===== src/rtl/cfgw_pkg.sv =====
`timescale 1ns/1ps
package cfgw_pkg;
  typedef enum logic [1:0] {
    LEN_256M = 2'b00,
    LEN_128M = 2'b01,
    LEN_64M  = 2'b10,
    LEN_RSVD = 2'b11
  } win_len_e;
endpackage


===== src/rtl/cfgw_field_reg.sv =====
`timescale 1ns/1ps
module cfgw_field_reg #(
  parameter int unsigned REG_W  = 64,
  parameter int unsigned OUT_W  = 40,
  parameter logic [REG_W-1:0] WMASK   = '1,
  parameter logic [REG_W-1:0] RST_VAL = '0,
  localparam int unsigned NBYTES = REG_W / 8
) (
  input  logic              clk_i,
  input  logic              rst_ni,
  input  logic              wr_en_i,
  input  logic [NBYTES-1:0] wr_be_i,
  input  logic [REG_W-1:0]  wr_data_i,
  output logic [OUT_W-1:0]  img_nxt_o,
  output logic              wr_any_o
);
  logic [REG_W-1:0] img_q, img_d, bmask;

  for (genvar b = 0; b < NBYTES; b++) begin : g_bmask
    assign bmask[8*b +: 8] = {8{wr_en_i & wr_be_i[b]}};
  end

  assign wr_any_o  = wr_en_i & (|wr_be_i);
  assign img_d     = ((img_q & ~bmask) | (wr_data_i & bmask)) & WMASK;
  assign img_nxt_o = img_d[OUT_W-1:0];

  always_ff @(posedge clk_i or negedge rst_ni) begin
    if (!rst_ni) img_q <= RST_VAL & WMASK;
    else         img_q <= img_d;
  end
endmodule


===== src/rtl/cfgw_len_decode.sv =====
`timescale 1ns/1ps
module cfgw_len_decode
  import cfgw_pkg::*;
#(
  parameter int unsigned ADDR_W   = 40,
  parameter int unsigned BASE_LSB = 26,
  parameter int unsigned BASE_MSB = 38
) (
  input  win_len_e          len_i,
  output logic [ADDR_W-1:0] size_o,
  output logic [ADDR_W-1:0] mask_o,
  output logic              rsvd_o
);
  always_comb begin
    size_o = '0;
    mask_o = '0;
    rsvd_o = 1'b0;
    mask_o[BASE_MSB:BASE_LSB+2] = '1;
    case (len_i)
      LEN_256M: size_o[BASE_LSB+2] = 1'b1;
      LEN_128M: begin
        size_o[BASE_LSB+1] = 1'b1;
        mask_o[BASE_LSB+1] = 1'b1;
        mask_o[BASE_LSB]   = 1'b1;
      end
      LEN_64M: begin
        size_o[BASE_LSB] = 1'b1;
        mask_o[BASE_LSB] = 1'b1;
      end
      default: begin
        rsvd_o = 1'b1;
        mask_o = '0;
      end
    endcase
  end
endmodule


===== src/rtl/cfgw_hit.sv =====
`timescale 1ns/1ps
module cfgw_hit #(
  parameter int unsigned ADDR_W = 40
) (
  input  logic              en_i,
  input  logic [ADDR_W-1:0] addr_i,
  input  logic [ADDR_W-1:0] base_i,
  input  logic [ADDR_W-1:0] size_i,
  output logic              hit_o
);
  logic [ADDR_W-1:0] align_mask;
  assign align_mask = ~(size_i - ADDR_W'(1));
  assign hit_o      = en_i & ((addr_i & align_mask) == base_i);
endmodule


===== src/rtl/cfgw_window_dec.sv =====
`timescale 1ns/1ps
module cfgw_window_dec
  import cfgw_pkg::*;
#(
  parameter int unsigned ADDR_W   = 40,
  parameter int unsigned REG_W    = 64,
  parameter int unsigned EN_BIT   = 0,
  parameter int unsigned LEN_LSB  = 1,
  parameter int unsigned BASE_LSB = 26,
  parameter int unsigned BASE_MSB = 38,
  parameter logic [REG_W-1:0] RST_VAL = 64'h0000_0000_B000_0000,
  localparam int unsigned NBYTES = REG_W / 8,
  localparam int unsigned BASE_W = BASE_MSB - BASE_LSB + 1,
  localparam logic [REG_W-1:0] WMASK =
      (REG_W'(1) << EN_BIT) | (REG_W'(3) << LEN_LSB) |
      (((REG_W'(1) << BASE_W) - REG_W'(1)) << BASE_LSB)
) (
  input  logic              clk_i,
  input  logic              rst_ni,
  input  logic              wr_en_i,
  input  logic [NBYTES-1:0] wr_be_i,
  input  logic [REG_W-1:0]  wr_data_i,
  input  logic [ADDR_W-1:0] addr_i,
  output logic              win_en_o,
  output logic [ADDR_W-1:0] base_o,
  output logic [ADDR_W-1:0] size_o,
  output logic              hit_o,
  output logic              len_err_o
);
  logic [ADDR_W-1:0] img_nxt, nxt_size, nxt_mask, rst_size, rst_mask;
  logic              wr_any, nxt_rsvd, rst_rsvd_unused;
  logic              win_en_q, err_q;
  logic [ADDR_W-1:0] base_q, size_q;

  cfgw_field_reg #(
    .REG_W(REG_W), .OUT_W(ADDR_W), .WMASK(WMASK), .RST_VAL(RST_VAL)
  ) u_reg (
    .clk_i, .rst_ni, .wr_en_i, .wr_be_i, .wr_data_i,
    .img_nxt_o(img_nxt),
    .wr_any_o (wr_any)
  );

  cfgw_len_decode #(
    .ADDR_W(ADDR_W), .BASE_LSB(BASE_LSB), .BASE_MSB(BASE_MSB)
  ) u_nxt_dec (
    .len_i (win_len_e'(img_nxt[LEN_LSB+1:LEN_LSB])),
    .size_o(nxt_size),
    .mask_o(nxt_mask),
    .rsvd_o(nxt_rsvd)
  );

  // decode of the reset image supplies the reset window
  cfgw_len_decode #(
    .ADDR_W(ADDR_W), .BASE_LSB(BASE_LSB), .BASE_MSB(BASE_MSB)
  ) u_rst_dec (
    .len_i (win_len_e'(RST_VAL[LEN_LSB+1:LEN_LSB])),
    .size_o(rst_size),
    .mask_o(rst_mask),
    .rsvd_o(rst_rsvd_unused)
  );

  always_ff @(posedge clk_i or negedge rst_ni) begin
    if (!rst_ni) begin
      win_en_q <= RST_VAL[EN_BIT];
      base_q   <= RST_VAL[ADDR_W-1:0] & rst_mask;
      size_q   <= rst_size;
      err_q    <= 1'b0;
    end else begin
      err_q <= 1'b0;
      if (wr_any) begin
        if (nxt_rsvd) begin
          err_q <= 1'b1;
        end else begin
          win_en_q <= img_nxt[EN_BIT];
          base_q   <= img_nxt & nxt_mask;
          size_q   <= nxt_size;
        end
      end
    end
  end

  cfgw_hit #(.ADDR_W(ADDR_W)) u_hit (
    .en_i  (win_en_q),
    .addr_i(addr_i),
    .base_i(base_q),
    .size_i(size_q),
    .hit_o (hit_o)
  );

  assign win_en_o  = win_en_q;
  assign base_o    = base_q;
  assign size_o    = size_q;
  assign len_err_o = err_q;
endmodule


===== config.mk =====
export PLATFORM = sky130hd
export DESIGN_NAME = cfgw_window_dec
export DESIGN_NICKNAME = d
export VERILOG_FILES = /design/src/rtl/cfgw_pkg.sv /design/src/rtl/cfgw_field_reg.sv /design/src/rtl/cfgw_len_decode.sv /design/src/rtl/cfgw_hit.sv /design/src/rtl/cfgw_window_dec.sv
export SDC_FILE = /design/constraint.sdc
export NUM_CORES = 1
export LEC_CHECK = 0
export BUFFER_PORTS_ARGS = -buffer_cell sky130_fd_sc_hd__buf_2
export CAP_MARGIN = 20
export CORE_AREA = 2 2 79 81
export CTS_CLUSTER_DIAMETER = 100
export DETAILED_ROUTE_END_ITERATION = 7
export DIE_AREA = 0 0 81 83
export HOLD_SLACK_MARGIN = 0.08
export PLACE_DENSITY = 0.76
export SLEW_MARGIN = 20
export SYNTH_ARGS = -nofsm -noshare
export SYNTH_HDL_FRONTEND = slang
export SYNTH_SLANG_ARGS = --single-unit

===== constraint.sdc =====
create_clock -name clk_i -period 2.1 [get_ports clk_i]
set_input_delay 0.21 -clock clk_i [delete_from_list [all_inputs] [get_ports clk_i]]
set_output_delay 0.21 -clock clk_i [all_outputs]
set_load 0.005 [all_outputs]

==> results by group <==
Run status
  – Outcome: complete, but fails checks
  – Failing checks: setup timing

Logic synthesis
  – Post-synthesis cell type count: 29
  – Top post-synthesis cells by area: dfrtp_1 31%, buf_4 22%, dfstp_2 8.4%
  – Synth top area share: 30.87%
  – Number of synthesized register bits: 34
  – Register area share after synthesis: 39.28%
  – Async S/R FF share, synth: 100.0%
  – Cell area after technology mapping: 2188 um^2
  – Area leader, netlist: dfrtp_1
  – Number of synthesized flops with an enable pin: 0
  – Synth warn: 0
  – Post-synth top flop: dfrtp_1
  – Mapped Cells: 200
  – Avg Cell Area, Syn: 10.94 um^2

Worst setup path
  – Reg2reg start: u_reg.img_q[2]
  – Worst Path Max Fanout: 4
  – Worst r2r path cells: 6
  – FF-to-FF setup slack: 0.35 ns
  – Critical Path AT: 2.05 ns
  – Critical Path Source Type: flop
  – Setup CP Type: flop to output pin
  – WP data required: 1.89 ns
  – Critical Path Start: size_o[27]
  – CP endpoint kind: output pin

Die
  – Die X-Extent: 81 um
  – I/O Pins: 198
  – Die area: 6723 um^2
  – Row count: 28
  – Initial core utilization: 37.63%
  – Core Box Area: 5816 um^2
  – Die span in y: 83 um

GRT
  – Grt total ovfl: 0
  – Gr busiest metal: met2
  – GR Util All Layers: 12.18%
  – Grt met2 use: 19.61%
  – GR met3 Demand/Resource: 3.043%
  – Number of global-route vias before repair: 1310
  – Largest net degree at the start of global routing: 35
  – Met1 capacity usage during global routing: 16.17%
  – Initial antenna violation count: 0
  – First-pass GRT wire length: 6354 um

Routing
  – First-pass DRT Iterations: 4
  – Vias per cell: 4.097
  – Final ANT Viol Nets: 0
  – Post-Route WL: 4132 um
  – # DRC: 0
  – Initial drt markers: 21
  – Avg WL per Cell: 11.81 um
  – Via count: 1434

Placed design
  – DP Cell Count: 335
  – Detailed placer's ending HPWL: 3166 um
  – Port Buffer Count: 59
  – GPL Wtd Cong: 0.8226
  – Place WS: 0.09952 ns
  – Dpl cell area: 2354 um^2

Cells and area
  – Final core occ: 43.95%
  – Area Growth Syn to Fin: 16.81%
  – Finished Layout Cells: 350
  – Post-route design area: 2556 um^2
  – Post-layout net count: 394
  – Layout cells sized above 1: 41.82%
  – Ant diodes: 0

Timing
  – Max-Slew Margin vs Limit: 49.25%
  – Setup_tns: -0.1613 ns
  – Fmax: 442.2 MHz
  – Final Worst Setup Slack: -0.1613 ns
  – Endpoints failing setup: 1
  – Tmin final: 2.261 ns
  – Fin crit share: 107.7%
  – Unrepaired setup endpoints after global routing: yes
  – Final worst clock skew: 0.008654 ns
  – Final hold violations: 0
  – Max-slew violation count: 0
  – Worst-Margin Slew: 0.7613 ns

Power
  – Pwr dens: 858.2 nW/um^2
  – Pint: 1.504 mW
  – Clock power share: 22.2%
  – Sequential fraction of design power: 42.8%
  – Leak Pwr: 1.309 nW
  – Net Switching: 690.1 uW
  – Comb power frac: 35.0%
  – VDD IR max: 473.9 uV
  – Sw Ratio: 31.46%

Worst hold path
  – Hold path start: wr_data_i[0]
  – Hold Crit Depth: 2
  – Worst hold path type: primary input to flop

Clock tree
  – Clock Pin Slew Worst Setup and Hold Paths: 0.07 ns
  – Clock Root Buffer: clkbuf_8
  – CTS tree: built
  – Cts bufs inserted: 5
  – H-tree depth: 2
  – Clk_lat worst skew: 0.28 ns
  – CTS Buffer Depth: 2
  – Clock sinks: 34

Flow run
  – Maxcap violations: 0
sequential cells by signal, indices dropped and copies added, names as in the netlist:
signal	flops
base_o	13
len_err_o	1
size_o	3
u_reg.img_q	16
win_en_o	1
layout by cell type (no fill, tap or decap):
cell type | netlist | routed
mux2i_1 | 2 | 2
o21ai_2 | 1 | 1
nor2_1 | 7 | 7
nor4bb_1 | 3 | 3
nor3_2 | 1 | 1
inv_1 | 7 | 7
clkinv_2 | 0 | 1
buf_12 | 0 | 1
o21ai_0 | 1 | 1
buf_4 | 64 | 8
dlygate4sd3_1 | 0 | 1
ha_1 | 5 | 5
dfrtp_1 | 27 | 27
mux2_1 | 8 | 8
buf_2 | 0 | 59
conb_1 | 1 | 64
clkbuf_8 | 0 | 6
buf_6 | 2 | 1
nand2_1 | 14 | 9
nand3_1 | 2 | 2
nor2_2 | 1 | 1
xnor2_1 | 5 | 5
o21ai_1 | 5 | 5
clkbuf_1 | 0 | 1
a31oi_1 | 3 | 3
nand4b_1 | 1 | 1
or3_4 | 0 | 1
o32ai_2 | 0 | 3
dfstp_2 | 7 | 7
nand4_1 | 2 | 2
nand2_2 | 0 | 5
mux2_4 | 12 | 12
or4_1 | 2 | 2
a2111oi_4 | 0 | 1
mux2_2 | 7 | 7
xor2_1 | 5 | 5
power by group through the flow:
stage	clock [mW]	sequential (mW)	combinational, mW
CTS	0.511	0.941	0.713
global route	0.535	0.966	0.847
finish	0.487	0.940	0.767
global placement	0	0.943	0.653
detailed placement	0	0.948	0.670
floorplan	0	0.928	0.508
routing by layer:
metal  vias up  part of all wire, %
li1        694                    -
met1       666                   42
met2        68                   50
met3         6                  7.0
met4         0                  1.1
met5         -                    0
area by class of cell:
cell class	instances	area (um^2)
Inverter	7	26.28
Fill cell	580	3259
Tap cell	75	93.84
Sequential cell	34	859.6
Multi-Input combinational cell	156	1089
Clock inverter	1	5.005
Clock buffer	7	86.33
Timing Repair Buffer	70	396.6
timing repair:
action | CTS | global route
setup buffers | 2 | 4
setup endpoints to repair | 1 | 1
pin swaps | 8 | 4
hold endpoints to repair | 27 | 0
hold buffers | 1 | 0
resized for setup | 7 | 4
cloned | 0 | 0
path summary, 6_finish.rpt:
path                                   end
hold / removal              u_reg.img_q[0]
min in group asynchronous       base_o[32]
hold reg to reg            u_reg.img_q[26]
setup / recovery                     hit_o
setup reg to reg                base_o[32]
max in group asynchronous  u_reg.img_q[33]
cells in the mapped netlist, types with 3 or more instances:
| cell | instances |
|---|---|
| ha_1 | 5 |
| a31oi_1 | 3 |
| dfstp_2 | 7 |
| nor2_1 | 7 |
| xor2_1 | 5 |
| nor4bb_1 | 3 |
| mux2_2 | 7 |
| dfrtp_1 | 27 |
| inv_1 | 7 |
| nand2_1 | 14 |
| o32ai_1 | 3 |
| xnor2_1 | 5 |
| o21ai_1 | 5 |
| buf_4 | 64 |
| mux2_4 | 12 |
| mux2_1 | 8 |
metrics by stage:
stage	hold WS [ns]	power, mW
final	0.1654	2.194
after global routing	0.1669	2.349
after CTS	0.1609	2.165
after detailed placement	0.3297	1.618
after global placement	0.3125	1.595
after floorplan	-0.08559	1.435
cell families after synthesis:
family / count (synthesis) / share of synthesized area (%)
flops: 34 / 39.28
fa+ha+maj: 5 / 2.859
compound gates: 14 / 4.517
simple gates: 34 / 8.119
xor+xnor: 10 / 4.002
mux: 29 / 16.87
buf+inv: 73 / 24.19
other cells: 1 / 0.1714
critical path, stage by stage (launching register included):
cell and delay (ns):
dfrtp_1 0.40, buf_6 0.13, or3_4 0.36, nand2_2 0.08
xor2_1 0.14, nand4_1 0.17, a2111oi_4 0.32, buf_2 0.17
(Power assumes the default switching activity.)
